### src/rtl/trip_delay_filter.sv
module trip_delay_filter #(
  parameter int DLY_W       = 4,
  parameter int SYNC_STAGES = 2
) (
  input  logic             clk,
  input  logic             rst_n,
  input  logic             cmp_in,
  input  logic             tick,
  input  logic [DLY_W-1:0] delay_sel,
  input  logic             latch_mode,
  input  logic             clear_latch,
  output logic             pwm_off,
  output logic             cmp_status
);

  logic [SYNC_STAGES-1:0] sync_q;
  logic [DLY_W-1:0]       cnt_q;
  logic                   off_q;
  logic                   stat_q;

  wire cmp_s  = sync_q[SYNC_STAGES-1];
  wire clr    = latch_mode & clear_latch;
  wire match  = tick & cmp_s & ~off_q & (cnt_q == delay_sel);

  always_ff @(posedge clk or negedge rst_n)
    if (!rst_n) sync_q <= '0;
    else        sync_q <= {sync_q[SYNC_STAGES-2:0], cmp_in};

  always_ff @(posedge clk or negedge rst_n)
    if (!rst_n)                       cnt_q <= '0;
    else if (!cmp_s || clr)           cnt_q <= '0;
    else if (tick && !off_q && !match) cnt_q <= cnt_q + 1'b1;

  always_ff @(posedge clk or negedge rst_n)
    if (!rst_n)                    off_q <= 1'b0;
    else if (clr)                  off_q <= 1'b0;
    else if (match)                off_q <= 1'b1;
    else if (!latch_mode && !cmp_s) off_q <= 1'b0;

  always_ff @(posedge clk or negedge rst_n)
    if (!rst_n) stat_q <= 1'b0;
    else        stat_q <= cmp_s;

  assign pwm_off    = off_q;
  assign cmp_status = stat_q;

endmodule

### config.mk
export PLATFORM = sky130hd
export DESIGN_NAME = trip_delay_filter
export DESIGN_NICKNAME = d
export VERILOG_FILES = /design/src/rtl/trip_delay_filter.sv
export SDC_FILE = /design/constraint.sdc
export NUM_CORES = 1
export LEC_CHECK = 0
export ABC_AREA = 0
export BUFFER_PORTS_ARGS = -buffer_cell sky130_fd_sc_hd__clkbuf_2
export CELL_PAD_IN_SITES_DETAIL_PLACEMENT = 1
export CELL_PAD_IN_SITES_GLOBAL_PLACEMENT = 1
export CORE_MARGIN = 8
export CORE_UTILIZATION = 37
export CTS_CLUSTER_SIZE = 16
export DETAILED_ROUTE_END_ITERATION = 8
export PLACE_DENSITY = 0.81
export SLEW_MARGIN = 20
export SYNTH_ARGS = -nofsm -noshare
export SYNTH_HDL_FRONTEND = slang
export SYNTH_SLANG_ARGS = --single-unit
export TNS_END_PERCENT = 20
### constraint.sdc
create_clock -name clk -period 1.7 [get_ports clk]
set_clock_uncertainty 0.2 [all_clocks]
set_input_delay 0.085 -clock clk [delete_from_list [all_inputs] [get_ports clk]]
set_output_delay 0.085 -clock clk [all_outputs]
set_load 0.02 [all_outputs]
# After elaboration in Yosys (flattened, before gate mapping)
# Index checks and enable logic that the tools add are counted.
# totals
regBits	8
inputBits	10
output_inout_bits	2
wordCells	26
# op_classes
addsub	1
eq_ne	1
muxes	5
n_bitwise	5
reduce_logical	10
# ops
cell	n
4-bit 2-to-1 mux	2
4-bit by 1-bit adder with 4-bit output (second input constant)	1
1-bit bitwise AND	4
4-bit equality test	1
1-bit zero test	4
1-bit logical AND	3
1-bit 2-to-1 mux	3
3-bit nonzero test	1
2-bit nonzero test	1
1-bit logical OR	1
1-bit NOT	1

# Depth between registers and ports, before layout
# Gate-level depths: netlist (run 1).
# logic_depth
word_depth	7
mapped_depth	4
ltp_nobuf	4

# Worst setup path before layout (run 1)
# Ideal clock, no wire load.
# synth_timing
kind	register -> register
startpoint	reg cnt_q[0]
endpoint	reg cnt_q[1]
setup_ns	0.126
arrival_ns	1.213
setup_slack_ns	0.161
stages_incl_launch_ff	5
path_buffers	0
period_less_slack_ns	1.539
path_cell_list	dfrtp_1 > xor2_1 > nor4_4 > nand3b_1 > a31oi_1
# synth_via
elab_chain_cells	5
elab_cells_between_ends	8
# synth_lines
item	line_no	source
start: declaration	17	logic [DLY_W-1:0] cnt_q;
start signal: assignment	32	else if (tick && !off_q && !match) cnt_q <= cnt_q + 1'b1;
parallel branches: the longest is 5 deep, another holds 4-bit by 1-bit adder with 4-bit output	-	
# Parallel ways; which one is timed is not known. The select of a mux whose other input is x is not followed.
# A chain may end at the register's enable or synchronous reset.

# Worst setup path in the final report (run 1)
# layout_timing
startpoint	reg cnt_q[2]
endpoint	reg cnt_q[0]
# layout_via
elab_chain_cells	5
# layout_lines
item	line_no	source
4-bit equality test	23	wire match = tick & cmp_s & ~off_q & (cnt_q == delay_sel);
1-bit bitwise AND	23	
1-bit zero test	32	
1-bit logical AND	32	
2-bit nonzero test (no line)	-	
# No other way between the ends.

==> results of run 1 <==
[cells in the mapped netlist]
cell	instances	area (sq um)
a211oi_1	1	7.51
a21bo_2	1	10.0
a21boi_1	1	7.51
a21oi_1	1	5.00
a22oi_1	1	7.51
a31oi_1	2	12.5
a32oi_1	2	17.5
and3_1	2	12.5
and4_1	1	8.76
dfrtp_1	8	200
ha_1	1	12.5
inv_1	2	7.51
nand2_1	3	11.3
nand2b_1	3	18.8
nand3_1	6	30.0
nand3b_1	2	15.0
nand4_1	2	12.5
nor2_1	1	3.75
nor2b_1	1	6.26
nor3_1	1	5.00
nor4_1	2	12.5
nor4_4	1	21.3
o21ai_0	1	5.00
or4_1	1	7.51
xnor2_1	1	8.76
xor2_1	3	26.3
[kinds of logic (layout without fill, tap and decap cells)]
group / after synthesis / after routing / share of synthesized area [%]
xor+xnor: 4 / 4 / 7.11
simple gates: 26 / 26 / 33.5
buf+inv: 2 / 26 / 1.52
compound gates: 10 / 10 / 14.7
fa+ha+maj: 1 / 1 / 2.54
flops: 8 / 8 / 40.6
[per-layer routing]
| metal | track usage, % | routed length [um] | vias up |
|---|---|---|---|
| li1 | - | - | 246 |
| met1 | 12.7 | 679 | 251 |
| met2 | 20.8 | 769 | 26 |
| met3 | 3.13 | 74 | 10 |
| met4 | 7.76 | 75 | 0 |
| met5 | 0 | 0 | - |
[cell type report]
type | instances | area [sq um]
fill | 148 | 577
clock buffer | 3 | 22.5
inverter | 2 | 7.51
tap | 15 | 18.8
multi-input combinational | 41 | 300
timing repair buffer | 21 | 143
sequential | 8 | 200
[placed cells by master (no fill, tap or decap), drive strengths merged, types with 3 or more instances in the layout]
cell | Yosys | final
nor4 | 3 | 3
nand2 | 3 | 3
clkbuf | 0 | 14
nand2b | 3 | 3
nand3 | 6 | 6
xor2 | 3 | 3
dfrtp | 8 | 8
dlygate4sd3 | 0 | 5
buf | 0 | 5
[sequential cells by signal (all words and copies together), names as in the netlist]
name	flops
cmp_status	1
cnt_q	4
pwm_off	1
sync_q	2
[worst min-delay path by stage]
| stage | from | endpoint | slack [ns] | cells past startpoint |
|---|---|---|---|---|
| 2_1_floorplan | rst_n | cmp_status$_DFF_PN0_ | -0.41 | 0 |
| 3_3_place_gp | rst_n | sync_q[0]$_DFF_PN0_ | -0.26 | 1 |
| 3_5_place_dp | rst_n | sync_q[1]$_DFF_PN0_ | -0.25 | 1 |
| 4_1_cts | rst_n | cnt_q[1]$_DFFE_PN0P_ | 0.01 | 2 |
| 5_1_grt | rst_n | cnt_q[1]$_DFFE_PN0P_ | 0.02 | 2 |
| 6_report | rst_n | cnt_q[1]$_DFFE_PN0P_ | 0.02 | 2 |
[report_power, final]
part | internal [mW] | leakage (nW) | switching [mW] | total, mW
registers | 0.202 | 0.103 | 0.0127 | 0.215
logic | 0.0572 | 0.199 | 0.0702 | 0.127
clock network | 0.0811 | 0.0138 | 0.0689 | 0.150
total | 0.340 | 0.317 | 0.152 | 0.492
[repair_timing]
action,in CTS,in global routing
hold buffers,5,0
endpoints found under the hold margin,11,0
gates resized for setup,0,2
setup endpoints to repair,0,5
setup buffers,0,1
[worst max-delay path, delay by kind of cell, from the launching register on]
family / cells / cell delay (ns)
xor gates and xnor gates: 1 / 0.23
and+or+nand+nor: 3 / 0.53
buffers and inverters: 1 / 0.17
DFF: 1 / 0.45
[stage by stage]
stage               power, mW  instance area [sq um]  setup slack, ns  utilization (%)  hold slack (ns)
floorplan               0.279                    493            0.161                -           -0.411
global placement        0.327                    597            0.134             47.0           -0.259
detailed placement      0.331                    597           0.0434             47.0           -0.250
CTS                     0.495                    669           0.0259             52.8           0.0104
global route            0.525                    692          -0.0148             54.5           0.0243
finish                  0.492                    692           0.0472             54.5           0.0193
==> metrics, run 1 <==
Die Area ~0.0028 sq mm; Antenna Diode Count 0; CTS Sinks 8; cell area after synthesis ~490 sq um; row cnt 13; Syn Area/Cell just under 10 sq um; Syn Inst Count between 50 and 60; Fin. Hold Viols 0; cts bufs inserted 3; CP Data Required Time between 1.5 and 2 ns; crit share post-route a little over nine tenths; Root Driver clkbuf_4; Vias 533; H-tree depth 1; crit path launch cnt_q[2]$_DFFE_PN0P_; # port buffers 11; sequential share of the synthesized area around two fifths; Worst-Margin Slew approximately 0.33 ns; final slew viol count 0; CTS tree built; clk slew on worst S/H paths 0.06 ns; WP data arrival approximately 1.7 ns; die height between 50 and 60 um; max_cap viols 0; DRT antenna net count 0; R2R depth 5; initial detailed-routing violation count 7; Synth Net Count 62; Power Density around 700 mW/mm^2; outcome finished, final reports clean; clock buffer depth 2; Crit Path Class reg -> reg; flop2flop setup slack 0.05 ns; Final #Nets slightly below 90; GP Congestion ~0.76; routed wire length between 1.5 and 2 mm; final worst path period need around 1.7 ns; reg-to-reg startpoint cnt_q[2]$_DFFE_PN0P_; Layout area overhead 40.4%; core area ~0.0013 sq mm; routed len/inst between 15 and 20 um; post-route DRC violation count 0; Detailed Routing Iterations Pass 1 4; # IOs 12; die width roughly 53 um; initial antenna violation count 0; worst hold-check path type in -> async; Max Freq 0.605 GHz; largest net degree at the start of global routing 10; Worst VDD drop 329 uV; Slew headroom between 70% and 80%; worst path cell trace xor2_2, nor4_4, buf_4, or4_1, nand3_1; Yosys warning count 0; Synth cell types 26; grt ovf 0; first-pass GRT wire length around 2.4 mm; Worst path max stage delay 0.45 ns; P_leak between 0.3 and 0.4 nW; vias in the first global route 521; share of layout cells above drive strength 1 between 30% and 40%; CP max FO 9; clock latency on the worst-skew pair roughly 0.26 ns; reg2reg end cnt_q[0]$_DFFE_PN0P_; Setup TNS 0 ns; DR vias/cell between 5 and 6; starting density of the core 38.9%; Setup crit end kind flip-flop; number of synthesized register bits 8; Worst setup SP type flip-flop; Placed Instances slightly above 80; CP max stage cell dfrtp_1; final cell count without fillers 90; Setup violations, final 0; Overall Global Routing Usage about an eighth; Worst Setup EP cnt_q[0]$_DFFE_PN0P_
No activity file was read; power rests on OpenSTA's default activity.
==> run 2: changes to the inputs <==
- clock period: 1.7 -> 1.6 ns (I/O delays scaled with it)
==> metrics, run 2 (synthesis gave the netlist of run 1 again) <==
crit share post-route 102% (+4.4 points); DPL Wire Length about 1.2 mm; Root Driver clkbuf_4; GR Util met2 21.9% (+1.2 points); cts bufs inserted 3 (unchanged); Antenna Diode Count 0 (unchanged); flop2flop setup slack -0.03 ns (-0.07 ns); DRT antenna net count 0 (unchanged); grt met3 use 4.26% (+1.1 points); initial antenna violation count 0 (unchanged); most frequent cells in the layout clkbuf_2, dfrtp_1, buf_4; M1 GR Usage 14.0% (+1.3 points); Layout area overhead 49.2%; P_leak 0.332 nW (+5.0%); largest net degree at the start of global routing 10 (unchanged); R2R depth 5 (unchanged); reg2reg end cnt_q[0]$_DFFE_PN0P_; vias in the first global route 558 (+7.1%); worst hold-check path type in -> async; row cnt 13 (unchanged); biggest regs cnt_q x4, sync_q x2; Setup TNS -0.0258 ns (-0.0258 ns); GP Congestion 0.809 (+6.4%); grt peak-use layer met2; CTS tree built; clk slew on worst S/H paths 0.05 ns (about the same); final slew viol count 0 (unchanged); die height 52.5 um (unchanged); grt ovf 0 (unchanged); H-tree depth 1 (unchanged); clock buffer depth 2 (unchanged); max_cap viols 0 (unchanged); final worst path period need 1.63 ns (-0.0270 ns); core area 0.00127 sq mm (unchanged); Crit Path Class reg -> reg; DR vias/cell 5.50 (-7.1%); first-pass GRT wire length 2.55 mm (+4.6%); clock latency on the worst-skew pair 0.25 ns (about the same); final worst slack -0.0258 ns (-0.0730 ns); starting density of the core 38.9% (unchanged); Setup violations, final 1 (+1); CP Data Required Time 1.59 ns (-0.10 ns); Worst setup SP type flip-flop; max reg flops 4 (unchanged); die width 52.5 um (unchanged); Power Density 727 mW/mm^2 (+2.2%); Overall Global Routing Usage 12.6% (+0.51 points); outcome finished, violations left; # port buffers 11 (unchanged); worst slack, placed -0.0646 ns (-0.108 ns); Final #Nets 90 (+2.3%); routed wire length 1.57 mm (-1.9%); routed len/inst 17.1 um (-4.0%); violated checks negative setup slack; Die Area 0.00276 sq mm (unchanged); reg-to-reg startpoint cnt_q[3]$_DFFE_PN0P_; CTS Sinks 8 (unchanged); Largest Register cnt_q; unrepaired setup endpoints after global routing true; Max Freq 0.615 GHz (+1.7%); Worst VDD drop 430 uV (+31%); CP max FO 9 (unchanged); Detailed Routing Iterations Pass 1 4 (unchanged); most common cell after layout, fill and taps aside clkbuf_2; initial detailed-routing violation count 2 (-5); # IOs 12 (unchanged); WP data arrival 1.61 ns (-0.04 ns); Vias 506 (-5.1%); post-route DRC violation count 0 (unchanged); Fin. Hold Viols 0 (unchanged); Slew headroom 75.9% (-1.7 points); Worst-Margin Slew 0.360 ns (+0.0258 ns); Setup crit end kind flip-flop; share of layout cells above drive strength 1 37.7% (+7.0 points)
-- run 2: worst max-delay path by stage --
stage	start	to	slack [ns]	depth (start not counted)
3_5_place_dp	cnt_q[0]$_DFFE_PN0P_	cnt_q[0]$_DFFE_PN0P_	-0.06	5
6_report	cnt_q[3]$_DFFE_PN0P_	cnt_q[0]$_DFFE_PN0P_	-0.03	5
4_1_cts	cnt_q[3]$_DFFE_PN0P_	cnt_q[0]$_DFFE_PN0P_	-0.004	5
3_3_place_gp	cnt_q[3]$_DFFE_PN0P_	cnt_q[0]$_DFFE_PN0P_	-0.01	5
5_1_grt	cnt_q[3]$_DFFE_PN0P_	cnt_q[0]$_DFFE_PN0P_	-0.08	5
2_1_floorplan	cnt_q[0]$_DFFE_PN0P_	cnt_q[1]$_DFFE_PN0P_	0.06	4
-- run 2: layer usage --
layer	wire (um)	vias to the layer above
met5	0	-
met4	0	0
met3	43	0
met2	836	11
met1	689	248
li1	-	247
-- run 2: power breakdown --
group / internal (mW) / switching, mW / leakage (nW)
registers: 0.215 / 0.0150 / 0.103
clock network: 0.0856 / 0.0649 / 0.0138
logic: 0.0733 / 0.0808 / 0.215
total: 0.374 / 0.161 / 0.332
-- run 2: through the flow --
stage | total power [mW] | utilization (%) | instance area (sq um) | hold slack [ns] | instances
floorplan | 0.296 | - | 493 | -0.416 | 51
global placement | 0.350 | 48.8 | 619 | -0.262 | 84
detailed placement | 0.359 | 48.8 | 619 | -0.263 | 84
CTS | 0.539 | 57.3 | 727 | 0.00963 | 92
global route | 0.567 | 58.0 | 736 | 0.0249 | 92
finish | 0.535 | 58.0 | 736 | 0.00991 | 92
-- run 2: layout make-up --
| type | instances | area [sq um] |
|---|---|---|
| clock buffer | 3 | 22.5 |
| fill | 150 | 533 |
| inverter | 2 | 7.51 |
| multi-input combinational | 41 | 329 |
| sequential | 8 | 200 |
| tap | 15 | 18.8 |
| timing repair buffer | 23 | 158 |
-- run 2: worst max-delay path: stages (launching register included) --
cell	delay (ns)
dfrtp_1	0.40
xor2_2	0.22
nor4_4	0.07
buf_4	0.16
or4_4	0.42
nand3_2	0.08
-- run 2: what timing repair did --
item	in CTS	in global routing
pin swaps	2	1
gates resized for setup	4	2
hold buffers	5	0
setup endpoints to repair	1	4
cloned	0	0
endpoints found under the hold margin	11	0
buffers inserted	0	0
==> run 3: changes to the inputs <==
- CELL_PAD_IN_SITES_DETAIL_PLACEMENT: 1 -> 0
- GPL_TIMING_DRIVEN: default -> 1
==> metrics, run 3 (synthesis gave the netlist of run 1 again) <==
routed wire length 1.32 mm (-16%); grt ovf 0 (unchanged); row cnt 13 (unchanged); Crit Path Class in -> reg; Fin. Hold Viols 0 (unchanged); # Post-CTS Setup Buffers 0 (unchanged); R2R depth 5 (unchanged); DRT antenna net count 0 (unchanged); P_leak 0.325 nW (-2.4%); reg2reg end cnt_q[1]$_DFFE_PN0P_; clock latency on the worst-skew pair 0.25 ns (about the same); Final #Nets 90 (unchanged); CTS Sinks 8 (unchanged); clock buffer depth 2 (unchanged); GP Congestion 0.809 (unchanged); max reg flops 4 (unchanged); biggest regs cnt_q x4, sync_q x2; Power Density 716 mW/mm^2 (-1.5%); most frequent cells in the layout clkbuf_2, dfrtp_1, buf_4; routed len/inst 14.3 um (-16%); die width 52.5 um (unchanged); worst hold-check path type in -> async; flop2flop setup slack 0.03 ns (+0.06 ns); share of layout cells above drive strength 1 36.4% (-1.3 points); largest net degree at the start of global routing 10 (unchanged); first-pass GRT wire length 2.20 mm (-14%); max_cap viols 0 (unchanged); vias in the first global route 492 (-12%); final core utilization 57.7% (-0.30 points); outcome finished, violations left; Worst VDD drop 443 uV (+2.8%); Max Freq 0.625 GHz (+1.6%); crit path launch clear_latch; CP Data Required Time 1.59 ns (about the same); Detailed Routing Iterations Pass 1 4 (unchanged); die height 52.5 um (unchanged); crit share post-route 100% (-1.6 points); Setup violations, final 1 (unchanged); DR vias/cell 5.61 (+2.0%); core area 0.00127 sq mm (unchanged); violated checks negative setup slack; final worst path period need 1.60 ns (-0.0249 ns); H-tree depth 1 (unchanged); Antenna Diode Count 0 (unchanged); Slew headroom 79.6% (+3.7 points); Worst setup SP type input port; Vias 516 (+2.0%); most common cell after layout, fill and taps aside clkbuf_2; CP max FO 6 (-3); final cell count without fillers 92 (unchanged); clk slew on worst S/H paths 0.05 ns (about the same); Root Driver clkbuf_4; Largest Register cnt_q; Placed Instances 84 (unchanged); final worst slack -0.000935 ns (+0.0249 ns); Overall Global Routing Usage 11.2% (-1.4 points); Die Area 0.00276 sq mm (unchanged); Worst-Margin Slew 0.305 ns (-0.0549 ns); # IOs 12 (unchanged); cts bufs inserted 3 (unchanged); initial detailed-routing violation count 7 (+5); Power, Total 524 uW (-2.0%); unrepaired setup endpoints after global routing true; WP data arrival 1.59 ns (-0.02 ns); Worst Setup EP cnt_q[0]$_DFFE_PN0P_; Setup crit end kind flip-flop; reg-to-reg startpoint cnt_q[3]$_DFFE_PN0P_; post-route DRC violation count 0 (unchanged); starting density of the core 38.9% (unchanged); DPL Wire Length 925 um (-20%); CTS tree built; Layout area overhead 48.5%; # port buffers 11 (unchanged); final slew viol count 0 (unchanged); initial antenna violation count 0 (unchanged)
-- run 3: cell count changes in the layout (fill, tap and decap cells not counted) --
cell	previous run	this run
or4_4	1	0
nand3_2	1	0
or4_1	0	1
a22oi_2	0	1
nand3_1	5	6
a22oi_1	1	0
-- run 3: final cells by class --
| cell class | instances | area, sq um |
|---|---|---|
| fill | 116 | 537 |
| multi-input combinational | 41 | 325 |
| sequential | 8 | 200 |
| timing repair buffer | 23 | 158 |
| clock buffer | 3 | 22.5 |
| tap | 15 | 18.8 |
| inverter | 2 | 7.51 |
-- run 3: report_power, final --
part	internal, mW	switching, mW	total, mW
combinational	0.0699	0.0727	0.143
clock	0.0856	0.0659	0.152
sequential	0.215	0.0150	0.230
total	0.371	0.154	0.524
-- run 3: worst min-delay path by stage --
stage / to / cells past startpoint
after floorplan: cmp_status$_DFF_PN0_ / 0
after global placement: sync_q[0]$_DFF_PN0_ / 1
after detailed placement: cmp_status$_DFF_PN0_ / 1
after CTS: cmp_status$_DFF_PN0_ / 2
after global routing: cnt_q[2]$_DFFE_PN0P_ / 2
final: cnt_q[2]$_DFFE_PN0P_ / 2
-- run 3: worst max-delay path: stages --
cell	delay (ns)
dlygate4sd3_1	0.53
clkbuf_2	0.13
a21bo_2	0.26
or4_1	0.51
nand3_1	0.08
-- run 3: what timing repair did --
| item | CTS | global route |
|---|---|---|
| endpoints found under the hold margin | 11 | 0 |
| pin swaps | 0 | 2 |
| endpoints found under the setup margin | 1 | 4 |
| resized for setup | 3 | 2 |
| hold buffers | 5 | 0 |
| cloned | 0 | 0 |
-- run 3: metal layers --
layer	track usage (%)	vias to the layer above	share of wire [%]
met3	4.83	2	7.2
met4	7.76	0	2.0
met1	11.1	244	39
li1	-	247	-
met2	18.4	23	52
met5	0	-	0
-- run 3: stage by stage --
step                      hold WS [ns]  instance area, sq um  setup slack (ns)  setup TNS [ns]
after floorplan                 -0.416                   493            0.0606               0
after global placement          -0.262                   619           -0.0138         -0.0138
after detailed placement        -0.259                   619           -0.0605         -0.0605
after CTS                      0.00386                   714           0.00914               0
after global routing            0.0367                   732           -0.0734         -0.0952
final                           0.0274                   732         -0.000935       -0.000935
